File: src/rtl/tmr_pkg.sv
// Shared constants for the match timer bank: bus widths and register bases.
// Assumes at most four timers, so every per-timer block fits in four words,
// and at most sixteen match registers.
package tmr_pkg;
    localparam int unsigned AW = 6;
    localparam int unsigned DW = 32;

    localparam logic [AW-1:0] A_PRELOAD = 6'h10;
    localparam logic [AW-1:0] A_RSEL    = 6'h14;
    localparam logic [AW-1:0] A_STAT    = 6'h18;
    localparam logic [AW-1:0] A_IE      = 6'h1C;
    localparam logic [AW-1:0] A_CLR     = 6'h20;
    localparam logic [AW-1:0] A_CEN     = 6'h24;
    localparam logic [AW-1:0] A_CAP     = 6'h28;
endpackage

File: src/rtl/tmr_channel.sv
// One timer: counter, its match comparators, reload choice, sticky status
// and the masked interrupt. Register writes arrive as decoded strobes.
// Assumes the parent provides one clock and a synchronous active-low reset.
module tmr_channel #(
    parameter int unsigned CW    = 32,
    parameter int unsigned N_CMP = 3
) (
    input  logic                        clk,
    input  logic                        rst_n,
    input  logic                        run,
    input  logic [N_CMP-1:0]            match_we,
    input  logic                        pre_we,
    input  logic                        sel_we,
    input  logic                        ie_we,
    input  logic                        clr_we,
    input  logic [CW-1:0]               wdata,
    output logic [CW-1:0]               count_q,
    output logic [N_CMP-1:0][CW-1:0]    match_q,
    output logic [CW-1:0]               preload_q,
    output logic [N_CMP-1:0]            sel_q,
    output logic [N_CMP-1:0]            ie_q,
    output logic [N_CMP-1:0]            status_q,
    output logic                        reload,
    output logic                        irq
);
    logic [N_CMP-1:0] hit;
    logic [N_CMP-1:0] clr_mask;

    // One comparator per match register, live only while the timer runs.
    for (genvar gc = 0; gc < N_CMP; gc++) begin : g_cmp
        assign hit[gc] = run && (count_q == match_q[gc]);

        // Match register storage.
        always_ff @(posedge clk) begin
            if (!rst_n)            match_q[gc] <= '0;
            else if (match_we[gc]) match_q[gc] <= wdata;
        end
    end

    assign reload   = |(hit & sel_q);
    assign clr_mask = clr_we ? wdata[N_CMP-1:0] : '0;
    assign irq      = |(status_q & ie_q);

    // Counter: reload on a selected match, otherwise step by one.
    always_ff @(posedge clk) begin
        if (!rst_n)      count_q <= '0;
        else if (reload) count_q <= preload_q;
        else if (run)    count_q <= count_q + 1'b1;
    end

    // Preload, reload-select and interrupt-enable registers.
    always_ff @(posedge clk) begin
        if (!rst_n) begin
            preload_q <= '0;
            sel_q     <= '0;
            ie_q      <= '0;
        end else begin
            if (pre_we) preload_q <= wdata;
            if (sel_we) sel_q     <= wdata[N_CMP-1:0];
            if (ie_we)  ie_q      <= wdata[N_CMP-1:0];
        end
    end

    // Sticky status: a match in the same cycle wins over a clear.
    always_ff @(posedge clk) begin
        if (!rst_n) status_q <= '0;
        else        status_q <= (status_q & ~clr_mask) | hit;
    end
endmodule

File: src/rtl/tmr_snapshot.sv
// Capture path for one timer: a request stores the count in a staging
// register, which is published DLY clocks later. A new request restarts it.
// Assumes DLY is at least 1.
module tmr_snapshot #(
    parameter int unsigned CW  = 32,
    parameter int unsigned DLY = 4
) (
    input  logic          clk,
    input  logic          rst_n,
    input  logic          req,
    input  logic [CW-1:0] src,
    output logic [CW-1:0] snap_q
);
    localparam int unsigned DLY_W = $clog2(DLY + 1);

    logic [CW-1:0]    stage_q;
    logic [DLY_W-1:0] wait_q;
    logic             busy_q;

    // Stage on request, count down, then publish to the readable register.
    always_ff @(posedge clk) begin
        if (!rst_n) begin
            stage_q <= '0;
            wait_q  <= '0;
            busy_q  <= 1'b0;
            snap_q  <= '0;
        end else if (req) begin
            stage_q <= src;
            wait_q  <= DLY_W'(DLY - 1);
            busy_q  <= 1'b1;
        end else if (busy_q) begin
            if (wait_q == '0) begin
                snap_q <= stage_q;
                busy_q <= 1'b0;
            end else begin
                wait_q <= wait_q - 1'b1;
            end
        end
    end
endmodule

File: src/rtl/match_timer_bank.sv
// Bank of match timers behind a word-wide register bus. Decodes writes into
// per-timer strobes, holds the shared count-enable register and returns
// registered read data. Assumes N_TMR <= 4 and N_TMR*N_CMP <= 16.
module match_timer_bank import tmr_pkg::*; #(
    parameter int unsigned N_TMR   = 3,
    parameter int unsigned N_CMP   = 3,
    parameter int unsigned CW      = 32,
    parameter int unsigned CAP_DLY = 4
) (
    input  logic             clk,
    input  logic             rst_n,
    input  logic             wr_en,
    input  logic [AW-1:0]    wr_addr,
    input  logic [DW-1:0]    wr_data,
    input  logic             rd_en,
    input  logic [AW-1:0]    rd_addr,
    output logic [DW-1:0]    rd_data,
    output logic [N_TMR-1:0] irq
);
    logic [N_TMR-1:0]                      cen_q;
    logic [N_TMR-1:0][CW-1:0]              count_q;
    logic [N_TMR-1:0][CW-1:0]              snap_q;
    logic [N_TMR-1:0][CW-1:0]              preload_q;
    logic [N_TMR-1:0][N_CMP-1:0][CW-1:0]   match_q;
    logic [N_TMR-1:0][N_CMP-1:0]           sel_q;
    logic [N_TMR-1:0][N_CMP-1:0]           ie_q;
    logic [N_TMR-1:0][N_CMP-1:0]           status_q;
    logic [N_TMR-1:0]                      reload_w;
    logic [DW-1:0]                         rd_mux;

    for (genvar gt = 0; gt < N_TMR; gt++) begin : g_tmr
        logic [N_CMP-1:0] match_we;

        for (genvar gc = 0; gc < N_CMP; gc++) begin : g_mwe
            assign match_we[gc] = wr_en && (wr_addr == AW'(gt * N_CMP + gc));
        end

        tmr_channel #(.CW(CW), .N_CMP(N_CMP)) u_chan (
            .clk       (clk),
            .rst_n     (rst_n),
            .run       (cen_q[gt]),
            .match_we  (match_we),
            .pre_we    (wr_en && (wr_addr == AW'(A_PRELOAD + gt))),
            .sel_we    (wr_en && (wr_addr == AW'(A_RSEL + gt))),
            .ie_we     (wr_en && (wr_addr == AW'(A_IE + gt))),
            .clr_we    (wr_en && (wr_addr == AW'(A_CLR + gt))),
            .wdata     (wr_data[CW-1:0]),
            .count_q   (count_q[gt]),
            .match_q   (match_q[gt]),
            .preload_q (preload_q[gt]),
            .sel_q     (sel_q[gt]),
            .ie_q      (ie_q[gt]),
            .status_q  (status_q[gt]),
            .reload    (reload_w[gt]),
            .irq       (irq[gt])
        );

        tmr_snapshot #(.CW(CW), .DLY(CAP_DLY)) u_snap (
            .clk    (clk),
            .rst_n  (rst_n),
            .req    (wr_en && (wr_addr == AW'(A_CAP + gt)) && wr_data[0]),
            .src    (count_q[gt]),
            .snap_q (snap_q[gt])
        );
    end

    // Shared count-enable register, one bit per timer.
    always_ff @(posedge clk) begin
        if (!rst_n)                           cen_q <= '0;
        else if (wr_en && (wr_addr == A_CEN)) cen_q <= wr_data[N_TMR-1:0];
    end

    // Read selection; unmapped addresses and clear registers return 0.
    always_comb begin
        rd_mux = '0;
        for (int t = 0; t < N_TMR; t++) begin
            for (int c = 0; c < N_CMP; c++) begin
                if (rd_addr == AW'(t * N_CMP + c)) rd_mux = DW'(match_q[t][c]);
            end
            if (rd_addr == AW'(A_PRELOAD + t)) rd_mux = DW'(preload_q[t]);
            if (rd_addr == AW'(A_RSEL + t))    rd_mux = DW'(sel_q[t]);
            if (rd_addr == AW'(A_STAT + t))    rd_mux = DW'(status_q[t]);
            if (rd_addr == AW'(A_IE + t))      rd_mux = DW'(ie_q[t]);
            if (rd_addr == AW'(A_CAP + t))     rd_mux = DW'(snap_q[t]);
        end
        if (rd_addr == A_CEN) rd_mux = DW'(cen_q);
    end

    // Registered read data, updated on each read strobe.
    always_ff @(posedge clk) begin
        if (!rst_n)     rd_data <= '0;
        else if (rd_en) rd_data <= rd_mux;
    end
endmodule

File: config.mk
export PLATFORM = sky130hd
export DESIGN_NAME = match_timer_bank
export DESIGN_NICKNAME = d
export VERILOG_FILES = /design/src/rtl/tmr_pkg.sv /design/src/rtl/tmr_channel.sv /design/src/rtl/tmr_snapshot.sv /design/src/rtl/match_timer_bank.sv
export SDC_FILE = /design/constraint.sdc
export NUM_CORES = 2
export LEC_CHECK = 0
export ABC_AREA = 1
export BUFFER_PORTS_ARGS = -buffer_cell sky130_fd_sc_hd__buf_4
export CAP_MARGIN = 5
export CORE_MARGIN = 2
export CORE_UTILIZATION = 25
export CTS_BUF_LIST = sky130_fd_sc_hd__clkbuf_8
export DETAILED_ROUTE_END_ITERATION = 12
export PLACE_DENSITY_LB_ADDON = 0.05
export SYNTH_ARGS = -nofsm -noshare
export SYNTH_HDL_FRONTEND = slang
export SYNTH_SLANG_ARGS = --single-unit
export TNS_END_PERCENT = 100
File: constraint.sdc
create_clock -name clk -period 3.5 [get_ports clk]
set_clock_uncertainty 0.2 [all_clocks]
set_input_delay 0.7 -clock clk [delete_from_list [all_inputs] [get_ports clk]]
set_output_delay 0.7 -clock clk [all_outputs]
set_load 0.02 [all_outputs]
==> flow_metrics.py <==
metrics = {
    "global_route": {
        "grt_max_degree": 85,
        "overflow": 0,
        "grt_pass1_wl_mm": 258,
        "track_usage_pct": 23.8,
        "grt_antenna_before_repair": 7,
        "grt_pass1_vias": 35400,
    },
    "drt": {
        "first_pass_iters": 5,
        "drc": 0,
        "routed_wl_mm": 179,
        "wl_per_cell_um": 23.7,
        "drt_iter0_markers": 2908,
        "vias_per_cell": 4.83,
        "vias": 36400,
        "detail-route-antenna-nets": 0,
    },
    "sta": {
        "fin_crit_sh_pct": 95.6,
        "setup_ws_ns": 0.153,
        "max_freq_mhz": 299,
        "rsz0062_at_grt": "no",
        "finalHoldViolations": 0,
        "slew_viol_final": 0,
        "fin_crit_ns": 3.35,
        "setup_violations": 0,
        "setup-tns-final_ns": 0,
        "whs_ns": 0.101,
        "slew_headroom_pct": 41.0,
        "worstMarginPinSlew_ns": 0.884,
    },
    "worst_setup_path": {
        "cp_num_buf_inv": 5,
        "critical_path_arrival_ns": 3.90,
        "cp_top_family": "simple AND/OR/NAND/NOR gates",
        "worst_ep_required_time_ns": 4.05,
        "crit_chain": "buf_4 > o22ai_1 > a221oi_1 > nand3_1 > nor4_2 > buf_4 > nand4_1 > buf_4 > or2_2 > nand3_2 > nor2_1 > buf_12 > o21ai_0 > o221ai_1 > nand2_1 > inv_1",
        "critPathKind": "flip-flop to flip-flop",
        "start_kind": "flip-flop",
        "worst_setup_path_end_kind": "flip-flop",
        "critPathSlowestCell": "dfxtp_1",
        "worstPathMaxFanout": 17,
        "cp_common_cell": "buf_4",
        "slowest_delay_ns": 0.36,
    },
    "clock_tree": {
        "cts.sinks": 746,
        "clk_path_buf_depth": 3,
        "clkTransAtPathRegs_ns": 0.06,
        "cts_buffers": 151,
        "tritoncts": "built",
        "post_cts.repair.setup_buffers": 0,
        "clk_latency_ns": 0.88,
        "h-tree-depth": 4,
        "root_buffer": "clkbuf_8",
    },
    "finish": {
        "post-route-util_pct": 30.8,
        "fill_cells": 16000,
        "final_cell_mix": "774 x nand2_1, 754 x o21ai_0, 745 x dfxtp_1",
        "area_delta_synth_final_pct": 22.8,
        "final_common_cell": "nand2_1",
        "drive_gt1_share_pct": 13.9,
        "ff_latch_area_um2": 14900,
        "fin_nets": 5561,
        "multi_input_comb_area_um2": 18300,
        "final_area_um2": 44700,
    },
    "synth": {
        "synth_area_um2": 36400,
        "syn_inst": 5243,
        "synth-async-reset-ratio_pct": 0,
        "synth_seq_cells": 746,
        "yosys_most_used_dff": "dfxtp_1",
        "ys_seq_area_share_pct": 41.0,
        "synth_edf_count": 0,
        "syn-num-nets": 5300,
        "synth.avg_cell_area_um2": 6.95,
        "ys_warn_count": 0,
        "synth_cell_types": 52,
    },
    "floorplanning": {
        "start_util_pct": 25.1,
        "dieWidth_um": 386,
        "io_pins": 83,
        "die_area_um2": 149000,
        "die_y_um": 386,
        "core_um2": 145000,
        "rows": 140,
    },
    "power": {
        "power_leakage_nw": 18.6,
        "powerDensity_nw_per_um2": 421,
        "vdd_drop_max_mv": 0.300,
    },
    "place": {
        "post-place-ws_ns": -0.287,
        "io_buffers": 82,
        "place_area_um2": 41300,
        "dp_hpwl_mm": 135,
        "gp_congestion": 0.931,
    },
    "hold_path": {
        "min_path_type": "input pin to flip-flop",
    },
    "run_status": {
        "status": "complete, no violations",
    },
    "job": {
        "cap_violations": 0,
    },
}
[stage by stage]
step / cells / power, mW
after floorplan: 5243 / 9.17
after global placement: 7239 / 9.69
after detailed placement: 7239 / 9.69
after CTS: 7534 / 19.2
after global routing: 7535 / 19.6
final: 7535 / 18.8
[layer usage]
| layer | track usage, % | up-vias | wire [um] |
|---|---|---|---|
| met5 | 0 | - | 0 |
| met2 | 39.0 | 885 | 82100 |
| li1 | - | 18000 | - |
| met4 | 7.66 | 0 | 5420 |
| met1 | 32.4 | 17300 | 84300 |
| met3 | 2.92 | 246 | 6960 |
[flip-flops by register name (all words and copies together) (netlist names)]
| name | flops |
|---|---|
| g_tmr.u_snap.stage_q | 96 |
| g_tmr.u_snap.snap_q | 96 |
| g_tmr.u_chan.count_q | 96 |
| g_tmr.u_chan.ie_q | 9 |
| g_tmr.u_chan.match_q | 288 |
| rd_data | 32 |
| g_tmr.u_chan.status_q | 9 |
| g_tmr.u_chan.sel_q | 9 |
| g_tmr.u_chan.preload_q | 96 |
| cen_q | 3 |
| g_tmr.u_snap.busy_q | 3 |
| g_tmr.u_snap.wait_q | 9 |
[synth_stat cells (all sizes together), types with 3 or more instances]
cell,number,area [um^2]
and3,3,18.8
nand3,135,726
nand4,77,494
o22ai,47,294
o2111ai,24,210
o21ai,786,3930
a21oi,519,2600
clkbuf,317,1190
nor3,65,437
nor2,755,2880
inv,481,1810
clkinv,19,71.3
a211oi,21,158
nand2,779,2940
nand3b,4,30.0
o221ai,45,400
xor2,141,1230
a211o,12,105
ha,9,113
or2,16,100
a31oi,16,100
xnor2,51,447
buf,46,236
o211ai,18,135
dfxtp,746,14900
nor4,59,397
nand2b,4,25.0
a22oi,15,113
a221oi,25,219
[final cells by class]
class	count	area share, %
flip-flops and latches	746	33.4
clock buffers	199	6.12
repair buffers	471	9.29
well taps	1917	5.36
clock inverters	67	0.688
multi-input cells	3634	40.9
inverters	500	4.20
diodes	1	0.00559
[timing repair]
| item | in CTS | in global routing |
|---|---|---|
| hold endpoints to repair | 162 | 0 |
| hold buffers | 29 | 0 |
| gates resized for setup | 2 | 11 |
| setup endpoints to repair | 27 | 57 |
| pin swaps | 0 | 1 |
[final timing paths]
check	from	slack [ns]	end	depth (start not counted)
worst max register to register	g_tmr[2].u_chan.count_q[9]$_SDFFE_PN0P_	0.15	g_tmr[2].u_chan.count_q[14]$_SDFFE_PN0P_	16
worst max-delay path	g_tmr[2].u_chan.count_q[9]$_SDFFE_PN0P_	0.15	g_tmr[2].u_chan.count_q[14]$_SDFFE_PN0P_	16
worst min register to register	g_tmr[0].u_snap.snap_q[15]$_SDFFE_PN0P_	0.25	g_tmr[0].u_snap.snap_q[15]$_SDFFE_PN0P_	2
worst min-delay path	wr_data[23]	0.10	g_tmr[0].u_chan.match_q[55]$_SDFFE_PN0P_	3
[tightest hold or removal path: cells and delay by family]
kind,cells,cell delay (ns)
buffers and inverters,1,0.20
AND/OR/NAND/NOR,2,0.18
[cells by family after synthesis]
group | synth area share, %
AND/OR/NAND/NOR | 22.2
AO/OA/AOI/OAI | 22.8
buffers and inverters | 9.07
flip-flops | 41.0
XOR/XNOR | 4.62
adder cells (fa/ha/maj) | 0.309
[where the power goes]
part | internal [mW] | switching, mW
registers | 8.54 | 0.0450
logic | 0.270 | 0.666
clock network | 5.05 | 4.27
Power figures use the tool's default switching activity.
